==> src/rtl/rgbp_pkg.sv <==
package rgbp_pkg;
    localparam int NCH    = 3;
    localparam int CODE_W = 4;
    localparam int DMAX   = (1 << CODE_W) - 1;

    typedef logic [CODE_W-1:0] code_t;

    typedef struct packed {
        logic [NCH-1:0] sink;
    } out_st_t;
endpackage

==> src/rtl/rgbp_timebase.sv <==
module rgbp_timebase #(
    parameter int PHASE_US      = 50,
    parameter int SIXTEENTH_US  = 15625,
    parameter int SLOPE_UNIT_US = 2067,
    localparam int PH_W  = $clog2(PHASE_US + 1),
    localparam int SUB_W = $clog2(SIXTEENTH_US * 8 + 1),
    localparam int UN_W  = $clog2(SLOPE_UNIT_US + 1)
) (
    input  logic             clk,
    input  logic             rst_n,
    input  logic             us_tick,
    input  logic             run,
    input  logic             flash,
    input  logic [1:0]       cycle_sel,
    output logic [PH_W-1:0]  phase_cnt,
    output logic [1:0]       phase_idx,
    output logic [3:0]       slot,
    output logic             slope_tick
);
    typedef struct packed {
        logic [PH_W-1:0]  pcnt;
        logic [1:0]       pidx;
        logic [SUB_W-1:0] sub;
        logic [3:0]       slot;
        logic [UN_W-1:0]  unit;
        logic             stick;
    } tb_st_t;

    tb_st_t st_d, st_q;
    int     sub_lim;

    always_comb begin
        st_d       = st_q;
        st_d.stick = 1'b0;
        sub_lim    = (SIXTEENTH_US << cycle_sel) - 1;
        if (!run) begin
            st_d = '0;
        end else if (us_tick) begin
            if (int'(st_q.pcnt) >= PHASE_US - 1) begin
                st_d.pcnt = '0;
                if (flash)               st_d.pidx = 2'd0;
                else if (st_q.pidx >= 2) st_d.pidx = 2'd0;
                else                     st_d.pidx = st_q.pidx + 2'd1;
            end else begin
                st_d.pcnt = st_q.pcnt + 1'b1;
            end
            if (int'(st_q.sub) >= sub_lim) begin
                st_d.sub  = '0;
                st_d.slot = st_q.slot + 4'd1;
            end else begin
                st_d.sub  = st_q.sub + 1'b1;
            end
            if (int'(st_q.unit) >= SLOPE_UNIT_US - 1) begin
                st_d.unit  = '0;
                st_d.stick = 1'b1;
            end else begin
                st_d.unit  = st_q.unit + 1'b1;
            end
        end
    end

    always_ff @(posedge clk) begin
        if (!rst_n) st_q <= '0;
        else        st_q <= st_d;
    end

    assign phase_cnt  = st_q.pcnt;
    assign phase_idx  = st_q.pidx;
    assign slot       = st_q.slot;
    assign slope_tick = st_q.stick;

    p_phase_bound_r4: assert property (@(posedge clk) disable iff (!rst_n)
        (int'(phase_cnt) < PHASE_US) && (phase_idx <= 2'd2));

    p_slot_advance_r7: assert property (@(posedge clk) disable iff (!rst_n)
        run |=> (slot == $past(slot) || slot == $past(slot) + 4'd1));

    p_halt_clear_r2: assert property (@(posedge clk) disable iff (!rst_n)
        !run |=> (slot == 4'd0 && phase_cnt == '0));
endmodule

==> src/rtl/rgbp_window.sv <==
module rgbp_window
    import rgbp_pkg::*;
(
    input  code_t      on_c,
    input  code_t      off_c,
    input  logic [3:0] slot,
    output logic       steady,
    output logic       lit
);
    always_comb begin
        steady = (on_c == '0) && (off_c == '0);
        if (on_c == off_c)     lit = 1'b0;
        else if (on_c < off_c) lit = (slot >= on_c) && (slot < off_c);
        else                   lit = (slot >= on_c) || (slot < off_c);
    end
endmodule

==> src/rtl/rgbp_ramp.sv <==
module rgbp_ramp
    import rgbp_pkg::*;
(
    input  logic  clk,
    input  logic  rst_n,
    input  logic  run,
    input  logic  slope_tick,
    input  code_t target,
    input  code_t rate,
    output code_t cur
);
    typedef struct packed {
        code_t lvl;
        code_t wait_cnt;
    } rp_st_t;

    rp_st_t st_d, st_q;

    always_comb begin
        st_d = st_q;
        if (!run) begin
            st_d = '0;
        end else if (st_q.lvl == target) begin
            st_d.wait_cnt = '0;
        end else if (slope_tick) begin
            if (st_q.wait_cnt >= rate) begin
                st_d.wait_cnt = '0;
                if (st_q.lvl < target) st_d.lvl = st_q.lvl + 1'b1;
                else                   st_d.lvl = st_q.lvl - 1'b1;
            end else begin
                st_d.wait_cnt = st_q.wait_cnt + 1'b1;
            end
        end
    end

    always_ff @(posedge clk) begin
        if (!rst_n) st_q <= '0;
        else        st_q <= st_d;
    end

    assign cur = st_q.lvl;

    p_single_step_r11: assert property (@(posedge clk) disable iff (!rst_n)
        run |=> (cur == $past(cur) || cur == $past(cur) + 1'b1 || cur == $past(cur) - 1'b1));

    p_hold_at_target_r11: assert property (@(posedge clk) disable iff (!rst_n)
        (run && cur == target) |=> $stable(cur));

    p_idle_zero_r2: assert property (@(posedge clk) disable iff (!rst_n)
        !run |=> (cur == '0));
endmodule

==> src/rtl/rgb_blink_pwm.sv <==
module rgb_blink_pwm
    import rgbp_pkg::*;
#(
    parameter int PHASE_US      = 50,
    parameter int SIXTEENTH_US  = 15625,
    parameter int SLOPE_UNIT_US = 2067,
    localparam int PH_W   = $clog2(PHASE_US + 1),
    localparam int BUS_W  = NCH * CODE_W
) (
    input  logic             clk,
    input  logic             rst_n,
    input  logic             us_tick,
    input  logic             rgb_start,
    input  logic             int_pwm_en,
    input  logic             flash_en,
    input  logic [1:0]       cycle_sel,
    input  logic [NCH-1:0]   sw_en,
    input  logic [NCH-1:0]   ext_pwm_en,
    input  logic             ext_pwm_pin,
    input  logic [BUS_W-1:0] duty,
    input  logic [BUS_W-1:0] slope,
    input  logic [BUS_W-1:0] on_code,
    input  logic [BUS_W-1:0] off_code,
    output logic [NCH-1:0]   sink_on
);
    logic [PH_W-1:0] phase_cnt;
    logic [1:0]      phase_idx;
    logic [3:0]      slot;
    logic            slope_tick;
    logic            eng_run;

    logic [NCH-1:0]  steady;
    logic [NCH-1:0]  lit;
    code_t           eff   [NCH];
    code_t           faded [NCH];

    out_st_t out_d, out_q;

    assign eng_run = rgb_start && int_pwm_en;

    rgbp_timebase #(
        .PHASE_US      (PHASE_US),
        .SIXTEENTH_US  (SIXTEENTH_US),
        .SLOPE_UNIT_US (SLOPE_UNIT_US)
    ) u_timebase (
        .clk        (clk),
        .rst_n      (rst_n),
        .us_tick    (us_tick),
        .run        (eng_run),
        .flash      (flash_en),
        .cycle_sel  (cycle_sel),
        .phase_cnt  (phase_cnt),
        .phase_idx  (phase_idx),
        .slot       (slot),
        .slope_tick (slope_tick)
    );

    for (genvar g = 0; g < NCH; g++) begin : g_ch
        code_t ch_duty, ch_target;
        assign ch_duty   = duty[g*CODE_W +: CODE_W];
        assign ch_target = lit[g] ? ch_duty : '0;

        rgbp_window u_window (
            .on_c   (on_code[g*CODE_W +: CODE_W]),
            .off_c  (off_code[g*CODE_W +: CODE_W]),
            .slot   (slot),
            .steady (steady[g]),
            .lit    (lit[g])
        );

        rgbp_ramp u_ramp (
            .clk        (clk),
            .rst_n      (rst_n),
            .run        (eng_run && !steady[g]),
            .slope_tick (slope_tick),
            .target     (ch_target),
            .rate       (slope[g*CODE_W +: CODE_W]),
            .cur        (faded[g])
        );

        assign eff[g] = steady[g] ? ch_duty : faded[g];

        p_equal_codes_off_r10: assert property (@(posedge clk) disable iff (!rst_n)
            (eng_run && on_code[g*CODE_W +: CODE_W] == off_code[g*CODE_W +: CODE_W]
             && on_code[g*CODE_W +: CODE_W] != '0) |=> !sink_on[g]);
    end

    always_comb begin
        out_d = '0;
        for (int i = 0; i < NCH; i++) begin
            logic in_phase, pulse, base, gate;
            in_phase = flash_en || (int'(phase_idx) == i);
            pulse    = in_phase && ((int'(phase_cnt) * DMAX) < (int'(eff[i]) * PHASE_US));
            base     = int_pwm_en ? pulse : 1'b1;
            gate     = !(ext_pwm_en[i] && !ext_pwm_pin);
            out_d.sink[i] = rgb_start && sw_en[i] && base && gate;
        end
    end

    always_ff @(posedge clk) begin
        if (!rst_n) out_q <= '0;
        else        out_q <= out_d;
    end

    assign sink_on = out_q.sink;

    p_reset_off_r1: assert property (@(posedge clk)
        !rst_n |=> (sink_on == '0));

    p_stop_off_r2: assert property (@(posedge clk) disable iff (!rst_n)
        !rgb_start |=> (sink_on == '0));

    p_direct_follow_r3: assert property (@(posedge clk) disable iff (!rst_n)
        (rgb_start && !int_pwm_en && ext_pwm_en == '0) |=> (sink_on == $past(sw_en)));

    p_one_phase_r4: assert property (@(posedge clk) disable iff (!rst_n)
        (eng_run && !flash_en) |=> ($countones(sink_on) <= 1));

    p_ext_gate_r12: assert property (@(posedge clk) disable iff (!rst_n)
        !ext_pwm_pin |=> ((sink_on & $past(ext_pwm_en)) == '0));

    p_switch_gate_r13: assert property (@(posedge clk) disable iff (!rst_n)
        1'b1 |=> ((sink_on & ~$past(sw_en)) == '0));
endmodule

==> config.mk <==
export PLATFORM = sky130hd
export DESIGN_NAME = rgb_blink_pwm
export DESIGN_NICKNAME = d
export VERILOG_FILES = /design/src/rtl/rgbp_pkg.sv /design/src/rtl/rgbp_timebase.sv /design/src/rtl/rgbp_window.sv /design/src/rtl/rgbp_ramp.sv /design/src/rtl/rgb_blink_pwm.sv
export SDC_FILE = /design/constraint.sdc
export NUM_CORES = 1
export LEC_CHECK = 0
export BUFFER_PORTS_ARGS = -buffer_cell sky130_fd_sc_hd__buf_2
export CORE_UTILIZATION = 63
export CTS_BUF_LIST = sky130_fd_sc_hd__clkbuf_4 sky130_fd_sc_hd__clkbuf_8
export CTS_CLUSTER_DIAMETER = 30
export DETAILED_ROUTE_END_ITERATION = 8
export GPL_ROUTABILITY_DRIVEN = 1
export PLACE_DENSITY = 0.94
export SYNTH_ARGS = -nofsm -noshare
export SYNTH_HDL_FRONTEND = slang
export SYNTH_SLANG_ARGS = --single-unit
==> constraint.sdc <==
create_clock -name clk -period 5.3 [get_ports clk]
set_input_delay 0.265 -clock clk [delete_from_list [all_inputs] [get_ports clk]]
set_output_delay 0.265 -clock clk [all_outputs]
set_load 0.005 [all_outputs]
==> summary.md, run 1 <==
| Metric | Value |
|---|---|
| Number of global-route vias before repair | `5915` |
| Post-synth ARST share | `0%` |
| Final worst path period need | `4.36 ns` |
| WL per Instance | `15.6 um` |
| CP Capture Type | `flip-flop` |
| FP Rows | `38` |
| Largest net degree at the start of global routing | `24` |
| RSZ-0062 raised after global routing | `no` |
| Syn_area_per_cell | `8.51 sq um` |
| Max-slew headroom | `39.9%` |
| Setup TNS | `0 ns` |
| Final Net Count | `1133` |
| CP Data Arrival Time | `4.67 ns` |
| Synth cell types | `51` |
| Synth Register Bits | `69` |
| DRT iter0 DRCs | `371` |
| ANT nets after route | `0` |
| Core outline area | `0.0109 sq mm` |
| Design Power | `1.18 mW` |
| I/O pins | `66` |
| Hold Path Class | `input port to flip-flop` |
| CTS sink cnt | `69` |
| Delay of the slowest cell on the worst path | `0.56 ns` |
| Total setup buffers inserted after CTS | `0` |
| Share of cells above drive strength 1 | `10.6%` |
| Final Worst Setup Slack | `0.943 ns` |
| DP Worst Slack | `1.10 ns` |
| Power density cells | `153 mW/mm^2` |
| CP cell instances | `ha_1, a21o_1, a21o_1, a21o_1, o21ai_0, nand4_1, ha_1, a21oi_1, o21ai_0, ha_1, a21o_1, a21oi_1, xor2_1, or3_1, a21oi_1` |
| Design area | `0.00766 sq mm` |
| Layout Skew | `0.0172 ns` |
| Initial Util | `64.7%` |
| Largest area contributor in the netlist | `ha_1` |
| Gr ovfl total | `0` |
| Clock Tree Buf Depth | `2` |
| EDFF count, synth | `0` |
| Post-synthesis sequential area ratio | `19.6%` |
| Cell Area, Synth | `0.00705 sq mm` |
| # DRC | `0` |
| Die X | `108 um` |
| Post-CTS Hold Fix Bufs | `0` |
| TritonCTS Buffers | `9` |
| Total GRT Usage | `28.4%` |
| Worst path most repeated cell | `a21o_1` |
| Final Wtd Congestion | `0.915` |
| Synthesized net count | `1072` |
| Yosys top cell area share | `29.5%` |
| Ys Warns | `0` |
| Via density | `6.00` |
| Initial antenna violation count | `0` |
| Final hold vios | `0` |
| Fin crit share | `82.2%` |
| TritonCTS clock tree | `yes` |
| Leakage power | `3.86 nW` |
| First-pass GRT wire length | `26400 um` |
| Fmax achieved | `229 MHz` |
| WS Path Type | `flip-flop to flip-flop` |
| HPWL after DPL | `12100 um` |
| Die H | `108 um` |
| # setup viols final | `0` |
| Cell Area, Placed | `0.00746 sq mm` |
| MaxCap Viol Count | `0` |
| Slew Limit Fails | `0` |
| Antenna cell count | `0` |
| Worst path slowest cell | `o21ai_0` |
| Total number of vias | `6206` |
| Fill cell count | `762` |
| DR pass1 iterations | `5` |
| IO Port Bufs | `65` |
| Clock-pin slew on the worst setup and hold paths | `0.09 ns` |
| Synth cell count leaders | `ha_1, inv_1, nor2_1` |
| Most common cell in the netlist | `ha_1` |
| Worst IR Drop VDD | `0.000113 V` |
| Startpoint types | `flip-flop` |
| Final WL | `16100 um` |
| Clk_lat worst skew | `0.38 ns` |
| Synth Flop Type | `dfxtp_1` |
| Total number of H-tree levels | `3` |
| Synth top area cells | `ha_1, dfxtp_1, inv_1` |
| Cts repair resizes | `0` |
| Mapped Cells | `828` |
| Die area | `0.0116 sq mm` |
| Outcome | `completed` |
| Worst Tran Pin Value | `0.900 ns` |
| Area growth syn-to-layout | `8.75%` |
| Critical-path maximum fanout | `9` |
| Clk Tree Root Cell | `clkbuf_8` |
| Critical Path RT | `5.61 ns` |
cells by family after synthesis:
family | count (synthesis) | share of synthesized area (%)
XOR/XNOR | 62 | 7.70
AO/OA/AOI/OAI | 132 | 11.6
buffers and inverters | 110 | 6.30
other | 1 | 0.0532
AND/OR/NAND/NOR | 251 | 17.6
adder cells (fa/ha/maj) | 181 | 33.7
flip-flops | 69 | 19.6
multiplexers | 22 | 3.32
through the flow:
stage	std cells	hold slack (ns)	util, %
after floorplan	828	0.441	-
after global placement	1018	0.454	68.5
after detailed placement	1018	0.482	68.5
after CTS	1034	0.225	70.4
after global routing	1034	0.253	70.4
final	1034	0.221	70.4
power by group:
part | switching (mW) | internal (mW) | total (mW)
clock | 0.239 | 0.225 | 0.464
combinational | 0.111 | 0.0789 | 0.190
sequential | 0.00205 | 0.520 | 0.522
total | 0.352 | 0.823 | 1.18
critical path: cells and delay by family, from the launching register on:
family          cells  cell delay (ns)
compound gates      9             2.16
xor+xnor            1             0.11
simple gates        2             0.52
flops               1             0.53
fa+ha+maj           3             0.99
routing by layer:
layer	share of wire (%)	GRT usage, %	up-vias
met3	4.9	4.24	44
met1	44	34.6	2958
li1	-	-	2999
met5	0	0	-
met4	3.1	13.5	0
met2	48	48.9	205
path summary, 6_finish.rpt:
| check | from | to | slack [ns] | depth (start not counted) |
|---|---|---|---|---|
| max | u_timebase.slot[1] | g_ch[2].u_ramp.cur[3] | 0.94 | 15 |
| min | sw_en[1] | sink_on[1] | 0.22 | 3 |
| max reg2reg | u_timebase.slot[1] | g_ch[2].u_ramp.cur[3] | 0.94 | 15 |
| min reg2reg | u_timebase.st_q[12] | u_timebase.st_q[12] | 0.52 | 2 |
cell type report:
| cell class | count | area (sq um) | share of cell area [%] |
|---|---|---|---|
| inverter | 95 | 357 | 4.65 |
| timing repair buffer | 65 | 325 | 4.24 |
| tap | 140 | 175 | 2.29 |
| multi-input combinational | 649 | 5220 | 68.1 |
| clock inverter | 7 | 80.1 | 1.04 |
| clock buffer | 9 | 124 | 1.62 |
| sequential | 69 | 1380 | 18.0 |
cells in the final DEF, fill, tap and decap left out, types with 17 or more instances in the layout:
cell type	count
a21o_1	24
a21oi_1	49
buf_2	65
dfxtp_1	69
ha_1	166
inv_1	95
nand2_1	54
nand2b_1	17
nand4_1	37
nor2_1	77
o21ai_0	27
xnor2_1	31
xor2_1	31
registers in the layout, summed over array words and instances (netlist names):
signal / cells
u_timebase.st_q: 29
g_ch.u_ramp.cur: 12
g_ch.u_ramp.st_q: 12
u_timebase.phase_cnt: 6
u_timebase.slot: 4
sink_on: 3
u_timebase.phase_idx: 2
u_timebase.slope_tick: 1
Note: power is estimated with default switching activity, not from simulation.
==> inputs of run 2 (changes only) <==
--- a/config.mk
+++ b/config.mk
@@ -5,13 +5,14 @@
 export SDC_FILE = /design/constraint.sdc
 export NUM_CORES = 1
 export LEC_CHECK = 0
+export ABC_AREA = 1
 export BUFFER_PORTS_ARGS = -buffer_cell sky130_fd_sc_hd__buf_2
-export CORE_UTILIZATION = 63
+export CORE_UTILIZATION = 57
 export CTS_BUF_LIST = sky130_fd_sc_hd__clkbuf_4 sky130_fd_sc_hd__clkbuf_8
 export CTS_CLUSTER_DIAMETER = 30
 export DETAILED_ROUTE_END_ITERATION = 8
 export GPL_ROUTABILITY_DRIVEN = 1
-export PLACE_DENSITY = 0.94
+export PLACE_DENSITY = 0.9
 export SYNTH_ARGS = -nofsm -noshare
 export SYNTH_HDL_FRONTEND = slang
 export SYNTH_SLANG_ARGS = --single-unit
==> constraint.sdc (replaced) <==
create_clock -name clk -period 3.94 [get_ports clk]
set_input_delay 0.197 -clock clk [delete_from_list [all_inputs] [get_ports clk]]
set_output_delay 0.197 -clock clk [all_outputs]
set_load 0.005 [all_outputs]
==> summary.md, run 2 <==
| Metric | Value |
|---|---|
| Final WL | `15800 um` |
| Post-synthesis mux area share | `0.151%` |
| DP Worst Slack | `0.205 ns` |
| Initial antenna violation count | `1` |
| ANT nets after route | `0` |
| CTS sink cnt | `69` |
| WS Path Type | `flip-flop to flip-flop` |
| IO Port Bufs | `65` |
| RSZ-0062 raised after global routing | `yes` |
| Synth Area in Compound Gates | `9.45%` |
| CP cell instances | `inv_1, fa_1, fa_1, inv_1, ha_1, a21oi_1, nand2_1, a21oi_1, o21bai_1, xor2_1, ha_1, nand2_1, nor2_1, a211oi_1, nand2_1, nand2_1, nand3_1, a21oi_1` |
| Synth top area cells | `ha_1, dfxtp_1, nand2_1` |
| TritonCTS Buffers | `9` |
| Most common cell after layout, fill and taps aside | `nand2_1` |
| Synth Register Bits | `69` |
| Total number of H-tree levels | `3` |
| Largest area contributor in the netlist | `ha_1` |
| Clock Tree Buf Depth | `2` |
| EDFF count, synth | `0` |
| Number of flip-flops in the largest register | `29` |
| Hold Path Class | `input port to flip-flop` |
| Core outline area | `0.0127 sq mm` |
| CP Data Arrival Time | `4.02 ns` |
| Leakage power | `4.31 nW` |
| Fin Hold WS | `0.0889 ns` |
| Ys Warns | `0` |
| NetSw | `0.492 mW` |
| Fin cells | `1261` |
| Reg power frac | `43.7%` |
| MaxCap Viol Count | `0` |
| CP bufs+invs | `2` |
| Share of cells above drive strength 1 | `13.3%` |
| Outcome | `completed` |
| Via density | `5.25` |
| Total number of vias | `6622` |
| Syn_area_per_cell | `7.39 sq um` |
| Clk_lat worst skew | `0.38 ns` |
| Cell Area, Synth | `0.00747 sq mm` |
| Post-synth ARST share | `0%` |
| Critical-path maximum fanout | `4` |
| Post-synthesis sequential area ratio | `18.5%` |
| Power density cells | `195 mW/mm^2` |
| # DRC | `0` |
| Combinational power share | `17.5%` |
| Fmax achieved | `269 MHz` |
| TritonCTS clock tree | `yes` |
| Final Wtd Congestion | `0.840` |
| Final Worst Setup Slack | `0.221 ns` |
| Largest reg by FF count | `u_timebase.st_q` |
| Critical Path RT | `4.24 ns` |
| Die area | `0.0136 sq mm` |
| Synth cell types | `45` |
| First-pass GRT wire length | `26300 um` |
| # setup viols final | `0` |
| Worst IR Drop VDD | `0.000196 V` |
| Dpl cells | `1244` |
| Worst path slowest cell | `fa_1` |
| Slew Limit Fails | `0` |
| Fin crit share | `94.4%` |
| Delay-heaviest family, CP | `adder cells` |
| Final worst path period need | `3.72 ns` |
| Clock power frac | `38.8%` |
| DR pass1 iterations | `5` |
| Startpoint types | `flip-flop` |
| Clock-pin slew on the worst setup and hold paths | `0.09 ns` |
| FP Rows | `41` |
| Die H | `116 um` |
| Worst path most repeated cell | `nand2_1` |
| WL per Instance | `12.5 um` |
| Total GRT Usage | `24.3%` |
| Most frequent cells in the layout | `nand2_1, inv_1, ha_1` |
| HPWL after DPL | `12900 um` |
| Number of global-route vias before repair | `6109` |
| I/O pins | `66` |
| Mapped Cells | `1010` |
| Switching portion of total power | `30.7%` |
| Post-Synth Simple-Gate Area | `25.2%` |
| Adder-cell share of the synthesized area | `31.8%` |
| Max-slew headroom | `61.0%` |
| Initial Util | `58.7%` |
| Area growth syn-to-layout | `9.85%` |
| Synthesized net count | `1254` |
| Worst Tran Pin Value | `0.579 ns` |
| Most common cell in the netlist | `nand2_1` |
| Clk Tree Root Cell | `clkbuf_8` |
| Largest net degree at the start of global routing | `22` |
| CP Capture Type | `flip-flop` |
| DRT iter0 DRCs | `286` |
| Int Pwr | `1.11 mW` |
| Final Net Count | `1328` |
| Setup TNS | `0 ns` |
| Die X | `116 um` |
| Antenna cell count | `0` |
| Yosys top cell area share | `27.8%` |
| Gr ovfl total | `0` |
| Delay of the slowest cell on the worst path | `0.52 ns` |
| Post-CTS Hold Fix Bufs | `0` |
| Synth Flop Type | `dfxtp_1` |
| Largest family of logic cells by synthesized area | `adder cells` |
| Final hold vios | `0` |
| Synth cell count leaders | `nand2_1, inv_1, ha_1` |
| Layout Skew | `0.0126 ns` |
| Fin util | `64.5%` |
| Xor and xnor area share after synthesis | `5.04%` |
==> run 2: cell count changes after synthesis, sizes merged, moves of 10 or more <==
cell    before  now
a21o        24    3
a21oi       49   69
and3        12    0
inv         95  181
mux2        11    1
mux2i       11    0
nand2       54  193
nand2b      18    0
nand3       15   53
nand4       37   15
nor2        77  103
nor2b       10    0
nor3         4   25
xnor2       31   15
==> run 2: per-stage QoR <==
step           area, sq um  power [mW]
2_1_floorplan         7470       0.905
3_3_place_gp          7990       0.981
3_5_place_dp          7990       0.991
4_1_cts               8190        1.61
5_1_grt               8200        1.68
6_report              8200        1.60
==> run 2: per-layer routing <==
| metal | routed length, um | GRT usage, % | up-vias |
|---|---|---|---|
| met5 | 13 | 0 | - |
| met4 | 300 | 8.72 | 2 |
| met3 | 719 | 4.46 | 33 |
| met2 | 7790 | 44.0 | 141 |
| met1 | 7000 | 28.6 | 3011 |
| li1 | - | - | 3435 |
==> run 2: layout make-up <==
| type | count | area, sq um |
|---|---|---|
| multi-input combinational | 753 | 5360 |
| fill | 1083 | 4520 |
| sequential | 69 | 1380 |
| inverter | 181 | 679 |
| timing repair buffer | 70 | 363 |
| tap | 172 | 215 |
| clock buffer | 9 | 124 |
| clock inverter | 7 | 81.3 |
==> run 2: cell families after synthesis <==
| kind of cell | Yosys count |
|---|---|
| fa+ha+maj | 181 |
| mux | 1 |
| other cells | 1 |
| compound gates | 124 |
| buf+inv | 188 |
| flops | 69 |
| xor+xnor | 43 |
| simple gates | 403 |
==> run 2: power groups by stage <==
stage	clock (mW)	sequential (mW)	combinational, mW
after floorplan	0	0.717	0.188
after global placement	0	0.718	0.264
after detailed placement	0	0.718	0.274
after CTS	0.631	0.701	0.277
after global routing	0.657	0.702	0.325
final	0.621	0.701	0.281
==> run 2: path summary, 6_finish.rpt <==
path	from	to	slack, ns	depth (start not counted)
min reg2reg	u_timebase.st_q[12]	u_timebase.st_q[12]	0.48	2
max reg2reg	u_timebase.phase_cnt[1]	sink_on[1]	0.22	18
min	int_pwm_en	sink_on[2]	0.09	2
max	u_timebase.phase_cnt[1]	sink_on[1]	0.22	18
==> run 2: what timing repair did <==
item	in CTS	in global routing
buffers inserted	0	1
gates resized for setup	0	3
endpoints found under the setup margin	0	5
==> run 2: worst register-to-register path: cells and delay by family, from the launching register on <==
kind            cells  cell delay [ns]
compound gates      5             0.72
flops               1             0.37
fa+ha+maj           4             1.67
xor+xnor            1             0.30
simple gates        6             0.43
buf+inv             2             0.15
